## src/rtl/region_align_pkg.sv

```systemverilog
package region_align_pkg;
  typedef enum logic [1:0] {
    RSN_OK        = 2'd0,
    RSN_MISALIGN  = 2'd1,
    RSN_ERR_ALIGN = 2'd2,
    RSN_WINDOW    = 2'd3
  } reason_e;

  typedef enum logic {
    ST_IDLE = 1'b0,
    ST_RUN  = 1'b1
  } state_e;
endpackage

```

## src/rtl/region_precheck.sv

```systemverilog
module region_precheck
  import region_align_pkg::*;
#(
  parameter int unsigned PW        = 24,
  parameter int unsigned TW        = 3,
  parameter int unsigned ALIGN_LOG = 10,
  parameter logic [PW-1:0] WIN_LO  = PW'(24'h070000),
  parameter logic [PW-1:0] WIN_HI  = PW'(24'h07003F),
  parameter logic [TW-1:0] TYPE_WC = TW'(1),
  parameter logic [TW-1:0] TYPE_WB = TW'(6)
) (
  input  logic [PW-1:0] base_i,
  input  logic [PW:0]   last_i,
  input  logic [PW-1:0] size_i,
  input  logic [TW-1:0] type_i,
  input  logic          erratum_i,
  output logic          fail_o,
  output reason_e       reason_o
);
  logic size_zero, align_bad, win_hit, risky_type;

  assign size_zero  = (size_i == '0);
  assign align_bad  = (base_i[ALIGN_LOG-1:0] != '0);
  assign risky_type = (type_i == TYPE_WC) || (type_i == TYPE_WB);
  // overlap test valid only for non-empty regions
  assign win_hit    = (last_i >= {1'b0, WIN_LO}) && (base_i <= WIN_HI);

  always_comb begin
    fail_o   = 1'b1;
    reason_o = RSN_OK;
    if (size_zero)                                reason_o = RSN_MISALIGN;
    else if (erratum_i && align_bad)              reason_o = RSN_ERR_ALIGN;
    else if (erratum_i && risky_type && win_hit)  reason_o = RSN_WINDOW;
    else                                          fail_o   = 1'b0;
  end
endmodule

```

## config.mk

```make
export PLATFORM = sky130hd
export DESIGN_NAME = region_precheck
export DESIGN_NICKNAME = d
export VERILOG_FILES = /design/src/rtl/region_align_pkg.sv /design/src/rtl/region_precheck.sv
export SDC_FILE = /design/constraint.sdc
export NUM_CORES = 1
export LEC_CHECK = 0
export BUFFER_PORTS_ARGS = -buffer_cell sky130_fd_sc_hd__buf_2
export CELL_PAD_IN_SITES_DETAIL_PLACEMENT = 1
export CELL_PAD_IN_SITES_GLOBAL_PLACEMENT = 2
export CORE_ASPECT_RATIO = 0.8
export CORE_MARGIN = 10
export CORE_UTILIZATION = 10
export DETAILED_ROUTE_END_ITERATION = 12
export PLACE_DENSITY_LB_ADDON = 0.2
export REMOVE_ABC_BUFFERS = 1
export SYNTH_ARGS = -nofsm -noshare
export SYNTH_HDL_FRONTEND = slang
export SYNTH_SLANG_ARGS = --single-unit
```

## constraint.sdc

```tcl
create_clock -name vclk -period 1.4
set_input_delay 0.07 -clock vclk [all_inputs]
set_output_delay 0.07 -clock vclk [all_outputs]
set_load 0.05 [all_outputs]
```

# After elaboration in Yosys (flattened, before gate mapping)
# Cells that the tools add are included.
# word_totals
reg_bits	0
in_bits	77
out_inout_bits	3
word_cells	17
# classes
n_lt_le_gt_ge	2
eq_ne	2
n_mux	6
n_reduce_logical	7
# ops
operator	count
$ge A25 B19 Y1 const B	1
$le A24 B19 Y1 const B	1
$logic_not A24 Y1	1
$reduce_bool A10 Y1	1
$mux W2	3
$logic_and A1 B1 Y1	4
$eq A3 B1 Y1 const B	1
$eq A3 B3 Y1 const B	1
$mux W1	3
$logic_or A1 B1 Y1	1

# Depth between registers and ports, before layout
# Gate-level depths: netlist of run 1.
# logic_depth
depth_word	7
mapped_depth	4
ltp_nobuf	4

# Least setup slack after synthesis of run 1
# No wires, ideal clock.
# synth_path
path_kind	input -> output
start	input port base_i[7]
end	output port reason_o[1]
arrival_time_ns	2.098
required_time_ns	1.330
path_slack_ns	-0.768
cell_stages	4
n_path_buf	0
path_cell_list	or4_4 o41a_1 a311o_1 a21oi_1
# synth_between
elab_chain_cells	6
elab_cells_between_ends	8
cone_classes	order compare: 1; mux: 3; reduce/logical: 4
# synth_lines
element	line	text
from (decl)	region_precheck.sv:12	input logic [PW-1:0] base_i,
$le A24 B19 Y1	region_precheck.sv:26	assign win_hit = (last_i >= {1'b0, WIN_LO}) && (base_i <= WIN_HI);
$logic_and A1 B1 Y1	region_precheck.sv:26	
$logic_and A1 B1 Y1	region_precheck.sv:33	else if (erratum_i && risky_type && win_hit) reason_o = RSN_WINDOW;
$mux W2	region_precheck.sv:33	
$mux W2 *	region_precheck.sv:32	else if (erratum_i && align_bad) reason_o = RSN_ERR_ALIGN;
$mux W2 *	region_precheck.sv:31	if (size_zero) reason_o = RSN_MISALIGN;
to (decl)	region_precheck.sv:18	output reason_e reason_o
# Every way passes the cells marked *; elsewhere a longest branch is shown, timed or not.

# Worst setup path in the final report of run 1
# layout_path
start	input port base_i[11]
end	output port reason_o[0]
# layout_between
elab_chain_cells	6
# layout_lines
element	line
$le A24 B19 Y1	region_precheck.sv:26
$logic_and A1 B1 Y1	region_precheck.sv:26
$logic_and A1 B1 Y1	region_precheck.sv:33
$mux W2	region_precheck.sv:33
$mux W2	region_precheck.sv:32
$mux W2	region_precheck.sv:31
# No other way between the ends.

==> results.ini, run 1 <==
[detailed_routing]
vias = 503
drtAntennaViolNets = 0
dr.pass1.iters = 4
drt-total-wl_mm = 1.790
routedWlPerCell_um = 15.43
first_iter_violations = 5
drt-vias-per-instance = 4.336
drc = 0

[worst_setup_path]
cp.required_ns = 1.33
worstSetupEndpointType = primary output
critical_path_class = in2out
cp_max_fo = 3
cp-start-kind = primary input
arrival_ns = 1.72

[grt]
grt_max_degree = 4
grt_usage = 0.07822
antenna_found_initial = 0
grt_overflow = 0
grt_pass1_vias = 572
grt_pass1_wl_mm = 2.553

[timing]
finalMaxSlewViolations = 0
setup_violations = 3
fin_tns_setup_ns = -1.073
setup_ws_ns = -0.3876
finalCritPeriodShare = 1.277
max_slew_margin = 0.7981
fmax_ghz = 0.5594
finalHoldViolCount = 0
rsz0062_at_grt = yes
worst_pin_slew_ns = 0.3001
post-route-min-period_ns = 1.788

[yosys]
synth_mux_area_frac = 0
ys.warnings.count = 0
yosysSeqAreaShare = 0
syn_inst = 28
netlist.area_leader.share = 0.2685
synth_fa_ha_area_frac = 0
yosysUniqueCellTypes = 18
synthSimpleGateAreaFrac = 0.6913
synth-compound-area-share = 0.2685
yosys-top-cells-area = nor4_1 (27%), or4_1 (8.1%), o41a_1 (6.0%)
synth_xor_area_frac = 0
synth_top_area_cell = nor4_1
syn_area_um2 = 186.4
syn_area_per_cell_um2 = 6.658
synth_top_family_by_area = simple AND/OR/NAND/NOR gates

[power_and_ir_drop]
design_power_total_w = 0.0001247
leakage_nw = 0.3153
peakVddDrop_mv = 0.06669
p_per_area_nw_per_um2 = 218.6

[place]
hpwl_mm = 1.739
place_congestion = 0.6500
port_buffers = 64
dp_slack_ns = -0.5294

[clock_network]
ctsHoldBuffers = 0
post_cts_buffers = 0

[layout]
flops_and_latches = 0
mostFrequentLayoutCells = buf_2 (60), nor4_1 (8), buf_4 (4)
antenna_cells = 0
syn_to_final_growth_pct = 206.0
clock_buffers = 0
final_nets = 173
seq_area_um2 = 0
final_util = 0.3373
drive_above_1_share = 0.7234
mostFrequentLayoutCell = buf_2

[floorplan]
die_area_um2 = 4002
die_w_um = 68.28
die_h_um = 58.62
top_level_ports = 80
start_util = 0.1102
coreArea_um2 = 1692
rows = 13

[flow_run]
max-cap-violations = 0

[status]
outcome = complete, but fails checks
violations = negative setup slack

[hold_path]
hold_class = in2out

## worst max-delay path, cell delays in order
cell     delay (ns)
buf_6          0.09
or4_4          0.51
o41a_1         0.38
a311o_1        0.31
o22ai_1        0.14
buf_4          0.22
## cell families (layout without fill, tap and decap cells)
group | count (synthesis) | after routing
and+or+nand+nor | 20 | 20
AOI/OAI and AO/OA | 6 | 6
buffers and inverters | 2 | 68
## Yosys cell counts
cell and n:
a21oi_1 1, a311o_1 1, and3_1 1, and3b_1 1, inv_1 2, nand2_1 1, nand3_1 1, nand3b_1 1
nand4_1 1, nor2_1 2, nor3b_1 1, nor4_1 8, o2111ai_1 1, o22ai_1 1, o41a_1 1, o41ai_1 1
or4_1 2, or4_4 1
## routing by layer
layer / track usage / up-vias / part of all wire
li1: - / 258 / -
met1: 0.07016 / 231 / 0.30
met2: 0.1737 / 14 / 0.63
met3: 0.01890 / 0 / 0.070
met4: 0 / 0 / 0
met5: 0 / - / 0
## report_power, final
| group | internal, W | switching (W) | leakage [nW] | total, W |
|---|---|---|---|---|
| combinational | 0.0000800 | 0.0000447 | 0.315 | 0.000125 |
| sequential | 0 | 0 | 0 | 0 |
| clock | 0 | 0 | 0 | 0 |
| total | 0.0000800 | 0.0000447 | 0.315 | 0.000125 |
## metrics by stage
step	cell area [µm²]	std cells	hold slack, ns
2_1_floorplan	186.4	28	0.5180
3_3_place_gp	549.3	116	0.6079
3_5_place_dp	549.3	116	0.6058
4_1_cts	566.8	116	0.5888
5_1_grt	570.5	116	0.6218
6_report	570.5	116	0.5982
## worst paths after layout
check / from / to / cells after the start
min: size_i[19] / reason_o[0] / 5
max: base_i[11] / reason_o[0] / 6
## area by class of cell
type | instances | area [µm²]
inverters | 2 | 7.507
fillers | 233 | 1121
repair buffers | 66 | 352.8
well taps | 22 | 27.53
multi-input cells | 26 | 182.7
## repair_timing
action | CTS | global route
gates resized for setup | 5 | 1
hold endpoints to repair | 0 | 0
pin swaps | 4 | 2
setup endpoints to repair | 3 | 3
Note: power is estimated with default switching activity, not from simulation.
==> run 2: changes to the inputs <==
--- a/config.mk
+++ b/config.mk
@@ -12,8 +12,10 @@
 export CORE_MARGIN = 10
 export CORE_UTILIZATION = 10
 export DETAILED_ROUTE_END_ITERATION = 12
+export GPL_TIMING_DRIVEN = 0
 export PLACE_DENSITY_LB_ADDON = 0.2
 export REMOVE_ABC_BUFFERS = 1
+export SETUP_SLACK_MARGIN = 0.5
 export SYNTH_ARGS = -nofsm -noshare
 export SYNTH_HDL_FRONTEND = slang
 export SYNTH_SLANG_ARGS = --single-unit
==> results.ini, run 2 (synthesis results as in run 1) <==
[detailed_routing]
drc = 0  ; unchanged
routedWlPerCell_um = 15.71  ; +1.8%
drt-vias-per-instance = 4.456  ; +2.8%
drtAntennaViolNets = 0  ; unchanged
vias = 508  ; +0.99%
dr.pass1.iters = 2  ; -2
drt-total-wl_mm = 1.791  ; about the same
first_iter_violations = 6  ; +1

[layout]
final_nets = 171  ; -1.2%
drive_above_1_share = 0.7391  ; +0.01573
flops_and_latches = 0  ; unchanged
syn_to_final_growth_pct = 206.0  ; unchanged
layoutNonFillerInstCount = 114  ; -1.7%
seq_area_um2 = 0  ; unchanged
fill_cells = 235  ; +0.86%
mostFrequentLayoutCells = buf_2 (60), nor4_1 (8), buf_6 (3)
final_util = 0.3373  ; unchanged
clock_buffers = 0  ; unchanged
antenna_cells = 0  ; unchanged
mostFrequentLayoutCell = buf_2
multi_input_area_um2 = 193.9  ; +6.2%

[floorplan]
coreArea_um2 = 1692  ; unchanged
top_level_ports = 80  ; unchanged
die_h_um = 58.62  ; unchanged
rows = 13  ; unchanged
die_w_um = 68.28  ; unchanged
start_util = 0.1102  ; unchanged
die_area_um2 = 4002  ; unchanged

[power_and_ir_drop]
leakage_nw = 0.3104  ; -1.6%
clkPwrFrac = 0  ; unchanged
p_per_area_nw_per_um2 = 219.3  ; +0.34%
switching_share = 0.3733  ; +0.01463
internal-power_w = 0.00007843  ; -2.0%
seq_power_share = 0  ; unchanged
combPwrFrac = 1.000  ; about the same
peakVddDrop_mv = 0.06082  ; -8.8%
power.switching_w = 0.00004671  ; +4.4%

[grt]
grt_pass1_vias = 596  ; +4.2%
grt_pass1_wl_mm = 2.635  ; +3.2%
antenna_found_initial = 0  ; unchanged
grt_overflow = 0  ; unchanged
grt_max_degree = 4  ; unchanged
grt_usage = 0.07935  ; +0.001128

[worst_setup_path]
critPathBufInv = 2  ; unchanged
cp_num_cells = 6  ; unchanged
cpPeakStageDelay_ns = 0.52  ; about the same
cp_max_fo = 3  ; unchanged
worstSetupEndpointType = primary output
path_cells = buf_6, or4_4, o41a_1, a311o_1, o22ai_1, buf_4
critical_path_class = in2out
arrival_ns = 1.71  ; about the same
cp_slowest_cell = or4_4
cp.required_ns = 1.33  ; about the same
cp-start-kind = primary input
cp_top_family = compound AO/OA/AOI/OAI gates

[timing]
finalCritPeriodShare = 1.272  ; -0.004712
fmax_ghz = 0.5615  ; +0.37%
finalMaxSlewViolations = 0  ; unchanged
finalHoldViolCount = 0  ; unchanged
rsz0062_at_grt = yes
setup_ws_ns = -0.3810  ; +0.006597 ns
post-route-min-period_ns = 1.781  ; -0.006597 ns
worst_pin_slew_ns = 0.4058  ; +0.1057 ns
setup_violations = 3  ; unchanged
max_slew_margin = 0.7265  ; -0.07159

[place]
dp_slack_ns = -0.5337  ; -0.004261 ns
hpwl_mm = 1.701  ; -2.2%
placedCellCount = 114  ; -1.7%
port_buffers = 64  ; unchanged
place_congestion = 0.6355  ; -2.2%

[status]
violations = negative setup slack
outcome = complete, but fails checks

[flow_run]
max-cap-violations = 0  ; unchanged

[hold_path]
whs_path_depth = 4  ; -1
hold_class = in2out

[clock_network]
post_cts_buffers = 0  ; unchanged

run 2: cell types whose count changed in the layout (fill, tap and decap cells not counted):
cell     change
a21oi_2      +1
a21oi_1      -1
buf_6        +1
buf_4        -3
o41ai_2      +1
o41ai_1      -1
run 2: power by group through the flow:
stage | Sequential [W] | Clock, W | Combinational, W
2_1_floorplan | 0 | 0 | 0.0000278
3_3_place_gp | 0 | 0 | 0.000112
3_5_place_dp | 0 | 0 | 0.000116
4_1_cts | 0 | 0 | 0.000121
5_1_grt | 0 | 0 | 0.000138
6_report | 0 | 0 | 0.000125
run 2: stage by stage:
| step | hold WS, ns | setup TNS [ns] | total power [W] | instance area (µm²) |
|---|---|---|---|---|
| after floorplan | 0.5180 | -1.876 | 0.00002779 | 186.4 |
| final | 0.5299 | -1.079 | 0.0001251 | 570.5 |
| after detailed placement | 0.5958 | -1.491 | 0.0001161 | 534.3 |
| after global routing | 0.5607 | -1.257 | 0.0001384 | 570.5 |
| after global placement | 0.5989 | -1.477 | 0.0001116 | 534.3 |
| after CTS | 0.5776 | -1.088 | 0.0001214 | 551.8 |
run 2: worst paths after layout:
path / startpoint / to / slack [ns]
worst max-delay path: base_i[11] / reason_o[0] / -0.38
worst min-delay path: erratum_i / reason_o[1] / 0.53
run 2: routing by layer:
layer,wire (µm),vias to the layer above,part of all wire,global-route usage
met5,0,-,0,0
met3,102,0,0.057,0.01512
met1,485,240,0.27,0.06806
met2,1204,14,0.67,0.1830
met4,0,0,0,0
li1,-,254,-,-
run 2: area by class of cell:
cell class | instances | share of cell area
Inverter | 2 | 0.01316
Tap cell | 22 | 0.04825
Timing Repair Buffer | 64 | 0.5987
Multi-Input combinational cell | 26 | 0.3399
run 2: tightest hold or removal path, delay by kind of cell:
family          cells  cell delay (ns)
compound gates      2             0.13
buf+inv             2             0.26
run 2: repair_timing:
| item | CTS | global route |
|---|---|---|
| pin swaps | 4 | 1 |
| endpoints found under the hold margin | 0 | 0 |
| endpoints found under the setup margin | 3 | 3 |
| gates cloned | 0 | 0 |
| hold buffers | 0 | 0 |
| gates resized for setup | 5 | 4 |
==> run 3: changes to the inputs <==
--- a/config.mk
+++ b/config.mk
@@ -5,6 +5,7 @@
 export SDC_FILE = /design/constraint.sdc
 export NUM_CORES = 1
 export LEC_CHECK = 0
+export ABC_AREA = 1
 export BUFFER_PORTS_ARGS = -buffer_cell sky130_fd_sc_hd__buf_2
 export CELL_PAD_IN_SITES_DETAIL_PLACEMENT = 1
 export CELL_PAD_IN_SITES_GLOBAL_PLACEMENT = 2
==> results.ini, run 3 <==
[floorplan]
die_w_um = 78.79  ; +15%
top_level_ports = 80  ; unchanged
die_h_um = 67.04  ; +14%
start_util = 0.1088  ; -0.001447
rows = 16  ; +3
coreArea_um2 = 2542  ; +50%
die_area_um2 = 5282  ; +32%

[detailed_routing]
highest_layer = met3
drc = 0  ; unchanged
wl_met3_um = 204  ; +100%
wl_met1_um = 712  ; +47%
vias = 591  ; +16%
met2_length_um = 955  ; -21%
drtAntennaViolNets = 0  ; unchanged
first_iter_violations = 1  ; -5
drt-total-wl_mm = 1.872  ; +4.5%
drt-vias-per-instance = 3.626  ; -19%
dr.pass1.iters = 2  ; unchanged
routedWlPerCell_um = 11.48  ; -27%

[status]
outcome = complete, no violations

[worst_setup_path]
arrival_ns = 0.96  ; -0.75 ns
cpPeakStageDelay_ns = 0.17  ; -0.35 ns
cp_max_fo = 2  ; -1
path_cells = buf_6, nor2_4, nand2_2, nor2_2, nand2_1, nor2_2, nand2_2, a21oi_2, buf_6
critical_path_class = in2out
critPathBufInv = 2  ; unchanged
cp-start-kind = primary input
cp_slowest_cell = buf_6
startpoint = base_i[19]
cp_top_family = simple AND/OR/NAND/NOR gates
cp.required_ns = 1.33  ; about the same
worstSetupEndpointType = primary output

[layout]
mostFrequentLayoutCell = buf_2
mostFrequentLayoutCells = buf_2 (51), nor2_1 (22), buf_6 (12), nand2_1 (9), nor2_2 (7)
seq_area_um2 = 0  ; unchanged
syn_to_final_growth_pct = 181.9
clock_buffers = 0  ; unchanged
antenna_cells = 0  ; unchanged
drive_above_1_share = 0.6693  ; -0.06984
stdcell_area_um2 = 779.5  ; +37%
layoutNonFillerInstCount = 163  ; +43%
final_nets = 206  ; +20%
flops_and_latches = 0  ; unchanged

[yosys]
syn_area_per_cell_um2 = 4.533  ; -32%
ys.warnings.count = 0  ; unchanged
synthTopCellsByCount = nor2_1 (29), nand2_1 (11), nand3_1 (6), inv_1 (4), nor2_2 (3)
yosysUniqueCellTypes = 11  ; -7
netlist.area_leader.share = 0.3937  ; +0.1252
syn_inst = 61  ; +120%
yosys-top-cells-area = nor2_1 (39%), nand2_1 (15%), nand3_1 (11%)
yosysSeqAreaShare = 0  ; unchanged
synth_top_area_cell = nor2_1
synth_most_common_cell = nor2_1
syn_area_um2 = 276.5  ; +48%

[place]
port_buffers = 64  ; unchanged
hpwl_mm = 1.783  ; +4.8%
placed_cell_area_um2 = 641.9  ; +20%
place_congestion = 0.7097  ; +12%
placedCellCount = 161  ; +41%

[power_and_ir_drop]
leakage_nw = 0.4065  ; +31%
p_per_area_nw_per_um2 = 216.9  ; -1.1%
design_power_total_w = 0.0001691  ; +35%
peakVddDrop_mv = 0.05637  ; -7.3%

[grt]
grt_max_degree = 4  ; unchanged
antenna_found_initial = 0  ; unchanged
grt_pass1_vias = 641  ; +7.6%
grt_pass1_wl_mm = 2.787  ; +5.8%
grt_usage = 0.06155  ; -0.01780
grt_overflow = 0  ; unchanged

[timing]
finalHoldViolCount = 0  ; unchanged
fin_tns_setup_ns = 0  ; +1.079 ns
post-route-min-period_ns = 1.031  ; -0.7503 ns
max_slew_margin = 0.8945  ; +0.1680
finalMaxSlewViolations = 0  ; unchanged
worst_pin_slew_ns = 0.1581  ; -0.2477 ns
hold_ws_ns = 0.5811  ; +0.05123 ns
finalCritPeriodShare = 0.7363  ; -0.5359
setup_violations = 0  ; -3
fmax_ghz = 0.9702  ; +73%
rsz0062_at_grt = yes

[hold_path]
hold_class = in2out
hp-start = erratum_i
whs_path_depth = 4  ; unchanged
whs_endpoint = fail_o

[clock_network]
ctsHoldBuffers = 0  ; unchanged

[flow_run]
max-cap-violations = 0  ; unchanged

-- run 3: changes by cell type after synthesis, sizes merged, moves of 2 or more --
| cell | delta |
|---|---|
| inv | +2 |
| nand2 | +12 |
| or4 | -3 |
| nor4 | -8 |
| nand3 | +5 |
| nor2 | +30 |
-- run 3: layout make-up --
cell class	count	area (µm²)
timing repair buffer	66	420.4
tap	36	45.04
multi-input combinational	57	299.0
inverter	4	15.01
fill	336	1763
-- run 3: power breakdown --
part	leakage (nW)	internal (W)	total, W	switching (W)
combinational	0.407	0.000105	0.000169	0.0000640
clock	0	0	0	0
sequential	0	0	0	0
total	0.407	0.000105	0.000169	0.0000640
-- run 3: metrics by stage --
| step | setup WS (ns) | util |
|---|---|---|
| after floorplan | 0.3381 | - |
| after global placement | 0.3069 | 0.2525 |
| after detailed placement | 0.2740 | 0.2525 |
| after CTS | 0.3577 | 0.2707 |
| after global routing | 0.2863 | 0.3066 |
| final | 0.3692 | 0.3066 |
-- run 3: per-layer routing --
layer | track usage | vias to the layer above
li1 | - | 324
met1 | 0.06504 | 235
met2 | 0.1168 | 32
met3 | 0.02815 | 0
met4 | 0 | 0
met5 | 0 | -
-- run 3: how the worst max path moves through the flow --
stage               depth (start not counted)     endpoint  slack (ns)
finish                                      9  reason_o[1]        0.37
floorplan                                   7  reason_o[1]        0.34
detailed placement                          9  reason_o[1]        0.27
global placement                            9       fail_o        0.31
CTS                                         7  reason_o[1]        0.36
global route                                8  reason_o[1]        0.29
-- run 3: what timing repair did --
action | CTS | global route
setup endpoints to repair | 3 | 3
pin swaps | 6 | 16
buffers inserted | 2 | 0
resized for setup | 8 | 23
-- run 3: cell families after synthesis --
logic type / synth area share
and+or+nand+nor: 0.8416
buffers and inverters: 0.05428
AOI/OAI and AO/OA: 0.1041
